--- src/rtl/circ_pkg.sv ---
package circ_pkg;

   typedef enum logic [2:0] {
      OP_STEP_UP    = 3'd0,
      OP_STEP_DN    = 3'd1,
      OP_PRE_DN     = 3'd2,
      OP_ADD_OFS    = 3'd3,
      OP_SUB_OFS    = 3'd4,
      OP_INDEXED    = 3'd5,
      OP_RSVD_A     = 3'd6,
      OP_RSVD_B     = 3'd7
   } op_e;

endpackage

--- src/rtl/circ_window.sv ---
// Derives the power-of-two block mask, the base and the in-buffer position
module circ_window #(
   parameter int AW = 16
) (
   input  logic [AW-1:0] cur_ptr,
   input  logic [AW-1:0] modifier,
   output logic [AW-1:0] mask,
   output logic [AW-1:0] base,
   output logic [AW-1:0] pos,
   output logic [AW:0]   m_len
);

   // a mask bit is set when the size word has any set bit at or above it
   for (genvar gi = 0; gi < AW; gi++) begin : g_smear
      assign mask[gi] = |(modifier >> gi);
   end

   assign base  = cur_ptr & ~mask;
   assign pos   = cur_ptr & mask;
   assign m_len = {1'b0, modifier} + {{AW{1'b0}}, 1'b1};

endmodule

--- src/rtl/circ_unit_step.sv ---
// Single-wrap increment and decrement of the in-buffer position
module circ_unit_step #(
   parameter int AW = 16
) (
   input  logic [AW-1:0] pos,
   input  logic [AW-1:0] limit,
   output logic [AW-1:0] up_pos,
   output logic [AW-1:0] dn_pos
);

   assign up_pos = (pos == limit)   ? '0    : AW'(pos + 1'b1);
   assign dn_pos = (pos == '0)      ? limit : AW'(pos - 1'b1);

endmodule

--- src/rtl/circ_mod_reduce.sv ---
// Unsigned remainder num mod den by a restoring compare-subtract chain
module circ_mod_reduce #(
   parameter int NW = 17,
   parameter int MW = 17
) (
   input  logic [NW-1:0] num,
   input  logic [MW-1:0] den,
   output logic [MW-1:0] rem
);

   if (NW < 2 || MW < 2) begin : g_chk
      $error("circ_mod_reduce: widths too small");
   end

   logic [MW-1:0] stg [0:NW];
   assign stg[0] = '0;

   for (genvar gk = 0; gk < NW; gk++) begin : g_stage
      logic [MW:0] trial;
      logic        fits;
      assign trial = {stg[gk], num[NW-1-gk]};
      assign fits  = (trial >= {1'b0, den});
      assign stg[gk+1] = fits ? MW'(trial - {1'b0, den}) : MW'(trial);
   end

   assign rem = stg[NW];

endmodule

--- src/rtl/circ_offset_wrap.sv ---
// Applies a signed offset of any size to the in-buffer position, modulo M
module circ_offset_wrap #(
   parameter int AW = 16
) (
   input  logic [AW-1:0] pos,
   input  logic [AW:0]   m_len,
   input  logic [AW:0]   mag,
   input  logic          neg,
   output logic [AW-1:0] new_pos
);

   logic [AW:0] red;
   logic [AW:0] pos_x;
   logic [AW:0] sum;
   logic [AW:0] res;

   circ_mod_reduce #(.NW(AW+1), .MW(AW+1)) u_reduce (
      .num (mag),
      .den (m_len),
      .rem (red)
   );

   assign pos_x = {1'b0, pos};

   always_comb begin
      if (!neg) begin
         sum = pos_x + red;
         res = (sum >= m_len) ? (sum - m_len) : sum;
      end else begin
         sum = pos_x + m_len;
         res = (pos_x >= red) ? (pos_x - red) : (sum - red);
      end
   end

   assign new_pos = AW'(res);

endmodule

--- src/rtl/circ_addr_step.sv ---
module circ_addr_step #(
   parameter int AW = 16
) (
   input  logic          clk,
   input  logic          rst,
   input  logic          upd_en,
   input  logic [2:0]    mode,
   input  logic [AW-1:0] cur_ptr,
   input  logic [AW-1:0] modifier,
   input  logic [AW-1:0] offset,
   output logic [AW-1:0] next_ptr,
   output logic [AW-1:0] eff_addr
);
   import circ_pkg::*;

   if (AW < 4 || AW > 30) begin : g_chk
      $error("circ_addr_step: AW out of range");
   end

   logic [AW-1:0] mask, base, pos;
   logic [AW:0]   m_len;
   logic [AW-1:0] up_pos, dn_pos, ofs_pos;
   logic [AW:0]   mag;
   logic          neg;
   logic [AW-1:0] nxt_d, eff_d;
   op_e           op;

   assign op = op_e'(mode);

   circ_window #(.AW(AW)) u_window (
      .cur_ptr  (cur_ptr),
      .modifier (modifier),
      .mask     (mask),
      .base     (base),
      .pos      (pos),
      .m_len    (m_len)
   );

   circ_unit_step #(.AW(AW)) u_unit (
      .pos    (pos),
      .limit  (modifier),
      .up_pos (up_pos),
      .dn_pos (dn_pos)
   );

   // magnitude and direction of the offset step
   assign mag = offset[AW-1] ? ({1'b0, ~offset} + {{AW{1'b0}}, 1'b1})
                             : {1'b0, offset};
   assign neg = (op == OP_SUB_OFS) ? ~offset[AW-1] : offset[AW-1];

   circ_offset_wrap #(.AW(AW)) u_ofs (
      .pos     (pos),
      .m_len   (m_len),
      .mag     (mag),
      .neg     (neg),
      .new_pos (ofs_pos)
   );

   always_comb begin
      eff_d = cur_ptr;
      nxt_d = cur_ptr;
      case (op)
         OP_STEP_UP: nxt_d = base | up_pos;
         OP_STEP_DN: nxt_d = base | dn_pos;
         OP_PRE_DN: begin
            nxt_d = base | dn_pos;
            eff_d = base | dn_pos;
         end
         OP_ADD_OFS,
         OP_SUB_OFS: nxt_d = base | ofs_pos;
         OP_INDEXED: eff_d = base | ofs_pos;
         default: ;
      endcase
   end

   always_ff @(posedge clk) begin
      if (rst) begin
         next_ptr <= '0;
         eff_addr <= '0;
      end else if (upd_en) begin
         next_ptr <= nxt_d;
         eff_addr <= eff_d;
      end
   end

   // ---------------- assertions ----------------
   logic legal;
   assign legal = (pos <= modifier);

   p_reset_clear_r1: assert property (@(posedge clk)
      rst |=> (next_ptr == '0 && eff_addr == '0));

   p_hold_r2: assert property (@(posedge clk) disable iff (rst)
      !upd_en |=> ($stable(next_ptr) && $stable(eff_addr)));

   p_up_plain_r3: assert property (@(posedge clk) disable iff (rst)
      (upd_en && op == OP_STEP_UP && legal && pos != modifier)
      |=> next_ptr == AW'($past(cur_ptr) + 1'b1));

   p_dn_wrap_r4: assert property (@(posedge clk) disable iff (rst)
      (upd_en && op == OP_STEP_DN && legal && pos == '0)
      |=> next_ptr == AW'($past(cur_ptr) + $past(modifier)));

   p_pre_dn_same_r5: assert property (@(posedge clk) disable iff (rst)
      (upd_en && op == OP_PRE_DN) |=> next_ptr == eff_addr);

   p_idx_keep_r8: assert property (@(posedge clk) disable iff (rst)
      (upd_en && op == OP_INDEXED) |=> next_ptr == $past(cur_ptr));

   p_keep_base_r9: assert property (@(posedge clk) disable iff (rst)
      (upd_en && legal)
      |=> ((next_ptr & ~$past(mask)) == $past(base)
           && (eff_addr & ~$past(mask)) == $past(base)
           && (next_ptr & $past(mask)) <= $past(modifier)
           && (eff_addr & $past(mask)) <= $past(modifier)));

   p_rsvd_pass_r10: assert property (@(posedge clk) disable iff (rst)
      (upd_en && (op == OP_RSVD_A || op == OP_RSVD_B))
      |=> (next_ptr == $past(cur_ptr) && eff_addr == $past(cur_ptr)));

endmodule

--- config.mk ---
export PLATFORM = sky130hd
export DESIGN_NAME = circ_addr_step
export DESIGN_NICKNAME = d
export VERILOG_FILES = /design/src/rtl/circ_pkg.sv /design/src/rtl/circ_window.sv /design/src/rtl/circ_unit_step.sv /design/src/rtl/circ_mod_reduce.sv /design/src/rtl/circ_offset_wrap.sv /design/src/rtl/circ_addr_step.sv
export SDC_FILE = /design/constraint.sdc
export NUM_CORES = 1
export LEC_CHECK = 0
export BUFFER_PORTS_ARGS = -buffer_cell sky130_fd_sc_hd__buf_2
export CORE_MARGIN = 5
export CORE_UTILIZATION = 50
export DETAILED_ROUTE_END_ITERATION = 16
export HOLD_SLACK_MARGIN = 0.08
export PLACE_DENSITY = 0.74
export REMOVE_ABC_BUFFERS = 1
export SETUP_SLACK_MARGIN = 0.02
export SLEW_MARGIN = 5
export SYNTH_ARGS = -nofsm -noshare
export SYNTH_HDL_FRONTEND = slang
export SYNTH_SLANG_ARGS = --single-unit
--- constraint.sdc ---
create_clock -name clk -period 98.3 [get_ports clk]
set_clock_uncertainty 0.05 [all_clocks]
set_input_delay 9.83 -clock clk [delete_from_list [all_inputs] [get_ports clk]]
set_output_delay 9.83 -clock clk [all_outputs]
set_load 0.01 [all_outputs]
==> summary.txt, run 1 <==
Setup path
  – Critical path class: in -> reg
  – Worst R2R Setup Slack: between 90000 and 100000 ps
  – CP endpoint kind: flop
  – Crit Path Max Fanout: 30
  – FF-to-FF path depth: 4
  – Slowest stage delay, CP: between 800 and 900 ps
  – Crit-path slowest cell: o21ai_2
  – Worst r2r src: next_ptr[4]$_SDFFE_PP0P_
  – Worst path bufs/invs: 17
  – Top delay family on crit path: compound AO/OA/AOI/OAI gates
  – Worst Setup SP: modifier[0]
  – Critical Path RT: 98430 ps
  – CP dominant cell by count: o21ai_0
  – CP arrival: ~76000 ps
  – Startpoint types: input port
  – Number of cells on the critical path: about 280
  – Setup crit end: next_ptr[14]$_SDFFE_PP0P_
  – Reg-to-reg critical path endpoint: next_ptr[4]$_SDFFE_PP0P_

Global route
  – Vias in the first global route: about 23000
  – First-pass GRT wire length: between 100000 and 150000 µm
  – Initial antenna violation count: 1
  – Pin count of the biggest net entering global routing: 38
  – All-layer global routing usage: 30.1%
  – Global route overflow: 0

Final layout
  – Layout cell share with drive strength beyond 1: between 10% and 20%
  – P&R area growth vs syn: 5.38%
  – Final #Nets: 3673

Timing
  – Final Hold Viols: 0
  – Crit share post-route: about three quarters
  – Slew @ Worst Pin: about 1100 ps
  – Max Clock Freq: around 0.013 GHz
  – Slew HR: 27.1%
  – RSZ-0062 raised after global routing: no
  – Final setup violation count: 0
  – Max-slew violation count: 0
  – Post-Route Setup TNS: 0 ps
  – Tmin final: between 70000 and 80000 ps

CTS
  – Postcts setup bufs: 0
  – Post-cts hold buffer count: 0
  – H-tree depth: 2
  – Worst-path clk slew: ~60 ps
  – Clk buf depth: 2
  – TritonCTS buffer count: 5
  – CTS Sinks: 32
  – Clk_lat worst skew: 280 ps
  – Root buf cell: clkbuf_16
  – CTS-repair resized insts: 0
  – CTS tree: done

Synth
  – Synthesized flop and latch total: 32
  – Largest cells by area after synthesis: ha_1 (18%), xnor2_1 (6.9%), mux2_2 (6.5%), a21oi_1 (5.4%), o21ai_0 (5.1%)
  – Avg Inst Size Synth: 7.27 µm²
  – Leading area contributor after synthesis: ha_1
  – Adder-cell share of the synthesized area: 21.5%
  – Warnings from Yosys: 0
  – Sequential area share after synthesis: around 2.7%
  – Mux cell area share after synthesis: approximately 11%
  – Synth Area in Simple Gates: 19.4%
  – Synth cell types: between 100 and 150
  – Post-Syn Instances: 3218
  – Largest family of logic cells by synthesized area: compound AO/OA/AOI/OAI gates
  – EDFF count, synth: 0
  – Asr flop ratio synth: 0%
  – Ys flop type: dfxtp_1
  – Synth Area in Compound Gates: between 20 and 30%
  – Synth Area in XOR/XNOR: between 10% and 20%
  – Mapped cell area: approximately 23000 µm²
  – Post-synth top area share: 18.4%

Floorplanning
  – Die W: ~230 µm
  – Core area: 46500 µm²
  – Die H: roughly 230 µm
  – IO Count: 86
  – DIE AREA: a little over 50000 µm²
  – Initial Utilization: between 50% and 60%
  – # rows: 79

Detailed routing
  – Initial DRT Pass Iterations: 6
  – Number of remaining DRC errors: 0
  – WL per Instance: ~21 µm
  – Antenna-violating nets left: 0
  – DRT iter0 DRCs: between 2000 and 2500
  – Routed vias: about 25000
  – Detailed Route WL: a little over 80000 µm
  – Vias per cell: about 6.5

Worst hold path
  – Worst Hold Class: reg -> reg

Place
  – Port bufs: 85
  – Dpl hpwl: 64100 µm
  – Placer Congestion: between 1 and 1.5

Flow run
  – Maxcap violations: 0

Run status
  – Status: finished clean
kinds of logic (layout without fill, tap and decap cells):
| kind of cell | Yosys count | after routing |
|---|---|---|
| compound gates | 1044 | 1044 |
| simple gates | 921 | 921 |
| fa+ha+maj | 382 | 382 |
| buf+inv | 325 | 349 |
| xor+xnor | 278 | 278 |
| mux | 235 | 235 |
| flops | 32 | 32 |
| other cells | 1 | 3 |
state kept, by name, indices dropped and copies added (netlist names):
signal and flops:
eff_addr 16, next_ptr 16
cells in the mapped netlist (44+ instances only):
cell      number
mux2_2       135
o21bai_1      50
nor2_1       246
nand4_1       58
nand2b_1      44
nand2_1      253
xnor2_1      183
nand3_1       57
xor2_1        95
mux2i_1       94
ha_1         344
nor2b_1       50
inv_1        217
a21o_1       127
o21ai_0      240
a21oi_1      252
clkbuf_1      73
nor3_1        47
routing by layer:
metal  vias to the layer above  global-route usage, %  part of all wire [%]
li1                      11900                      -                     -
met1                     11700                   40.4                    42
met2                      1174                   48.9                    44
met3                       278                   3.88                   8.5
met4                         0                   12.7                   5.2
met5                         -                      0                     0
final cells by class:
type	count	area [µm²]
inverter	219	822
clock buffer	6	129
fill	4545	21800
multi-input combinational	2861	21500
clock inverter	2	35.0
sequential	32	641
tap	607	759
timing repair buffer	122	703
antenna	2	5.00
worst register-to-register path: stages, from the launching register on:
cell and delay (ps):
dfxtp_1 340, a221oi_1 280, o21ai_0 150, a31oi_1 180, a21oi_1 80
how the worst min path moves through the flow:
stage	startpoint	endpoint	slack, ps	cells after the start
after floorplan	next_ptr[0]$_SDFFE_PP0P_	next_ptr[0]$_SDFFE_PP0P_	420	2
after global placement	next_ptr[6]$_SDFFE_PP0P_	next_ptr[6]$_SDFFE_PP0P_	400	2
after detailed placement	next_ptr[6]$_SDFFE_PP0P_	next_ptr[6]$_SDFFE_PP0P_	400	2
after CTS	next_ptr[1]$_SDFFE_PP0P_	next_ptr[1]$_SDFFE_PP0P_	420	2
after global routing	next_ptr[1]$_SDFFE_PP0P_	next_ptr[1]$_SDFFE_PP0P_	440	2
final	next_ptr[1]$_SDFFE_PP0P_	next_ptr[1]$_SDFFE_PP0P_	420	2
layout by cell type, fill, tap and decap left out, types with 37 or more instances in the layout:
master    Yosys  routed
nor3_1       47      47
mux2i_1      94      93
a21o_1      127     127
xor2_1       95      95
nand4_1      58      58
o21bai_1     50      50
xnor2_1     183     169
buf_2        14      85
o21ai_0     240     240
o31ai_1      37      37
a21oi_1     252     252
buf_4         5      37
ha_1        344     344
nand2_1     253     253
nand2b_1     44      44
nor2b_1      50      50
inv_1       217     216
nand3_1      57      57
nor2_1      246     246
mux2_2      135     135
metrics by stage:
step           util (%)  instance area [µm²]  instances  worst slack [ps]  hold WS, ps
2_1_floorplan         -                22900       3112             28880          424
3_3_place_gp       52.7                24500       3841             25490          400
3_5_place_dp       52.7                24500       3841             24060          402
4_1_cts            53.0                24600       3849             24030          417
5_1_grt            53.0                24600       3850             17480          435
6_report           53.0                24600       3851             22670          422
Power of run 1 is not shown: default switching activity piles up to over one toggle a cycle in this logic, so the estimate is an artifact.
==> run 2: changes to the inputs <==
--- a/config.mk
+++ b/config.mk
@@ -10,7 +10,7 @@
 export CORE_UTILIZATION = 50
 export DETAILED_ROUTE_END_ITERATION = 16
 export HOLD_SLACK_MARGIN = 0.08
-export PLACE_DENSITY = 0.74
+export PLACE_DENSITY = 0.76
 export REMOVE_ABC_BUFFERS = 1
 export SETUP_SLACK_MARGIN = 0.02
 export SLEW_MARGIN = 5
==> constraint.sdc (replaced) <==
create_clock -name clk -period 67.5 [get_ports clk]
set_clock_uncertainty 0.05 [all_clocks]
set_input_delay 6.75 -clock clk [delete_from_list [all_inputs] [get_ports clk]]
set_output_delay 6.75 -clock clk [all_outputs]
set_load 0.01 [all_outputs]
==> run 2 against run 1 <==
Global-route usage about the same. Die area unchanged. Sequential share of layout area down 0.083 points. Sequential cell count unchanged. Non-clock buffer count up 55. Clock-buffer cell count unchanged. Highest routed layer unchanged. Critical endpoint is now next_ptr[9]$_SDFFE_PP0P_. Final area up 3.3%. Routed wire length up 2.1%. Final cell count up 1.6%. Via count up 1.4%.
==> summary.txt, run 2 (synthesis gave the netlist of run 1 again) <==
Floorplanning
  – IO Count: 86 (unchanged)
  – DIE AREA: 51200 µm² (unchanged)
  – Initial Utilization: 50.3% (unchanged)
  – Die H: 226 µm (unchanged)
  – # rows: 79 (unchanged)
  – Core area: 46500 µm² (unchanged)
  – Die W: 226 µm (unchanged)

Detailed routing
  – WL per Instance: 21.2 µm (+0.55%)
  – DRT iter0 DRCs: 2878 (+21%)
  – Antenna-violating nets left: 0 (unchanged)
  – Vias per cell: 6.49 (-0.17%)
  – Initial DRT Pass Iterations: 9 (+3)
  – Met3 WL: 7530 µm (+9.1%)
  – Number of remaining DRC errors: 0 (unchanged)
  – Detailed Route WL: 83000 µm (+2.1%)
  – DR WL met2: 36500 µm (+1.9%)
  – Top sig layer: met4
  – Post-Route M1 WL: 34900 µm (+1.7%)
  – Routed vias: 25400 (+1.4%)

CTS
  – H-tree depth: 2 (unchanged)
  – Root buf cell: clkbuf_16
  – CTS tree: done
  – Clk_lat worst skew: 280 ps (about the same)
  – CTS Sinks: 32 (unchanged)
  – Worst-path clk slew: 50 ps (about the same)
  – TritonCTS buffer count: 5 (unchanged)
  – Clk buf depth: 2 (unchanged)

Final layout
  – Final Non-Filler Cells: 3912 (+1.6%)
  – Layout cell share with drive strength beyond 1: 13.8% (+3.1 points)
  – Top flop regs: eff_addr x16, next_ptr x16
  – P&R area growth vs syn: 8.84%
  – Most frequent cells in the layout: ha_1 (342), nand2_1 (252), nor2_1 (245)
  – Final #Nets: 3732 (+1.6%)
  – Most common cell after layout, fill and taps aside: ha_1

Global route
  – Global route overflow: 0 (unchanged)
  – First-pass GRT wire length: 126000 µm (-0.21%)
  – All-layer global routing usage: 30.2% (+0.033 points)
  – Vias in the first global route: 23400 (-0.047%)
  – Initial antenna violation count: 3 (+2)
  – Pin count of the biggest net entering global routing: 38 (unchanged)

Setup path
  – FF-to-FF path depth: 4 (unchanged)
  – CP dominant cell by count: a21o_1
  – Slowest stage delay, CP: 600 ps (-240 ps)
  – Top delay family on crit path: compound AO/OA/AOI/OAI gates
  – Reg-to-reg critical path endpoint: next_ptr[4]$_SDFFE_PP0P_
  – Startpoint types: input port
  – Worst R2R Setup Slack: 66270 ps (-30810 ps)
  – Critical path class: in -> reg
  – Worst r2r src: next_ptr[4]$_SDFFE_PP0P_
  – Critical Path RT: 67610 ps (-30820 ps)
  – CP arrival: 64120 ps (-11640 ps)
  – Worst path bufs/invs: 13 (-4)
  – Crit-path slowest cell: or4_4
  – Crit Path Max Fanout: 29 (-3.3%)
  – CP endpoint kind: flop

Timing
  – Post-Route Setup TNS: 0 ps (unchanged)
  – Final Hold Viols: 0 (unchanged)
  – Max-slew violation count: 0 (unchanged)
  – Max Clock Freq: about 0.016 GHz
  – Slew @ Worst Pin: 1030 ps (-65.3 ps)
  – Slew HR: 31.2% (+4.1 points)
  – Crit share post-route: a little over nine tenths
  – Tmin final: between 60000 and 70000 ps
  – Final setup violation count: 0 (unchanged)

Place
  – Dpl hpwl: 64800 µm (+1.2%)
  – Post-Place Cells: 3864 (+0.60%)
  – Port bufs: 85 (unchanged)
  – Placer Congestion: 1.02 (+1.5%)

Worst hold path
  – Worst Hold Class: reg -> reg
  – Worst Min Path Start: next_ptr[0]$_SDFFE_PP0P_
  – Min-Delay Path Depth: 2 (unchanged)
  – Hold path endpoint: next_ptr[0]$_SDFFE_PP0P_

Flow run
  – Maxcap violations: 0 (unchanged)

Run status
  – Status: finished clean
## run 2: changes by cell type in the layout (fill, tap and decap cells not counted), sizes merged
cell / before / now
or2: 19 / 20
nand2: 258 / 259
clkinv: 2 / 3
a21oi: 255 / 256
o21ai: 251 / 252
buf: 122 / 177
diode: 2 / 4
bufinv: 1 / 0
## run 2: layer usage
metal	global-route usage (%)	up-vias
met4	11.3	0
met3	4.52	282
met2	48.6	1264
met1	40.9	11800
li1	-	12100
met5	0	-
## run 2: how the worst max path moves through the flow
stage	from	end	slack, ps	depth (start not counted)
final	offset[4]	next_ptr[9]$_SDFFE_PP0P_	3490	282
after global routing	modifier[1]	next_ptr[3]$_SDFFE_PP0P_	-420	285
after CTS	modifier[1]	next_ptr[3]$_SDFFE_PP0P_	40	280
after detailed placement	offset[4]	next_ptr[3]$_SDFFE_PP0P_	-560	276
after global placement	modifier[1]	next_ptr[3]$_SDFFE_PP0P_	870	281
after floorplan	modifier[0]	next_ptr[14]$_SDFFE_PP0P_	1160	271
## run 2: timing repair
action | in CTS | in global routing
endpoints found under the setup margin | 32 | 32
hold buffers | 0 | 0
cloned | 0 | 4
setup buffers | 0 | 32
pin swaps | 0 | 11
gates resized for setup | 3 | 79
## run 2: stage by stage
stage	setup WS [ps]	area (µm²)	util (%)	hold slack, ps
2_1_floorplan	1160	22900	-	424
3_3_place_gp	873	24600	53.1	403
3_5_place_dp	-555	24600	53.1	399
4_1_cts	37.4	24800	53.4	406
5_1_grt	-418	25400	54.8	434
6_report	3490	25500	54.8	403
## run 2: worst min-delay path, cell delays in order, from the launching register on
cell     delay [ps]
dfxtp_1         300
nand2_1          50
o21ai_1          50
## run 2: cell type report
class | instances | area, µm²
repair buffers | 177 | 1130
multi-input cells | 2865 | 21900
diodes | 4 | 10.0
clock inverters | 2 | 10.0
flip-flops and latches | 32 | 641
well taps | 607 | 759
fillers | 4497 | 21000
inverters | 219 | 822
clock buffers | 6 | 139
Power of run 2 is left out for the same reason.
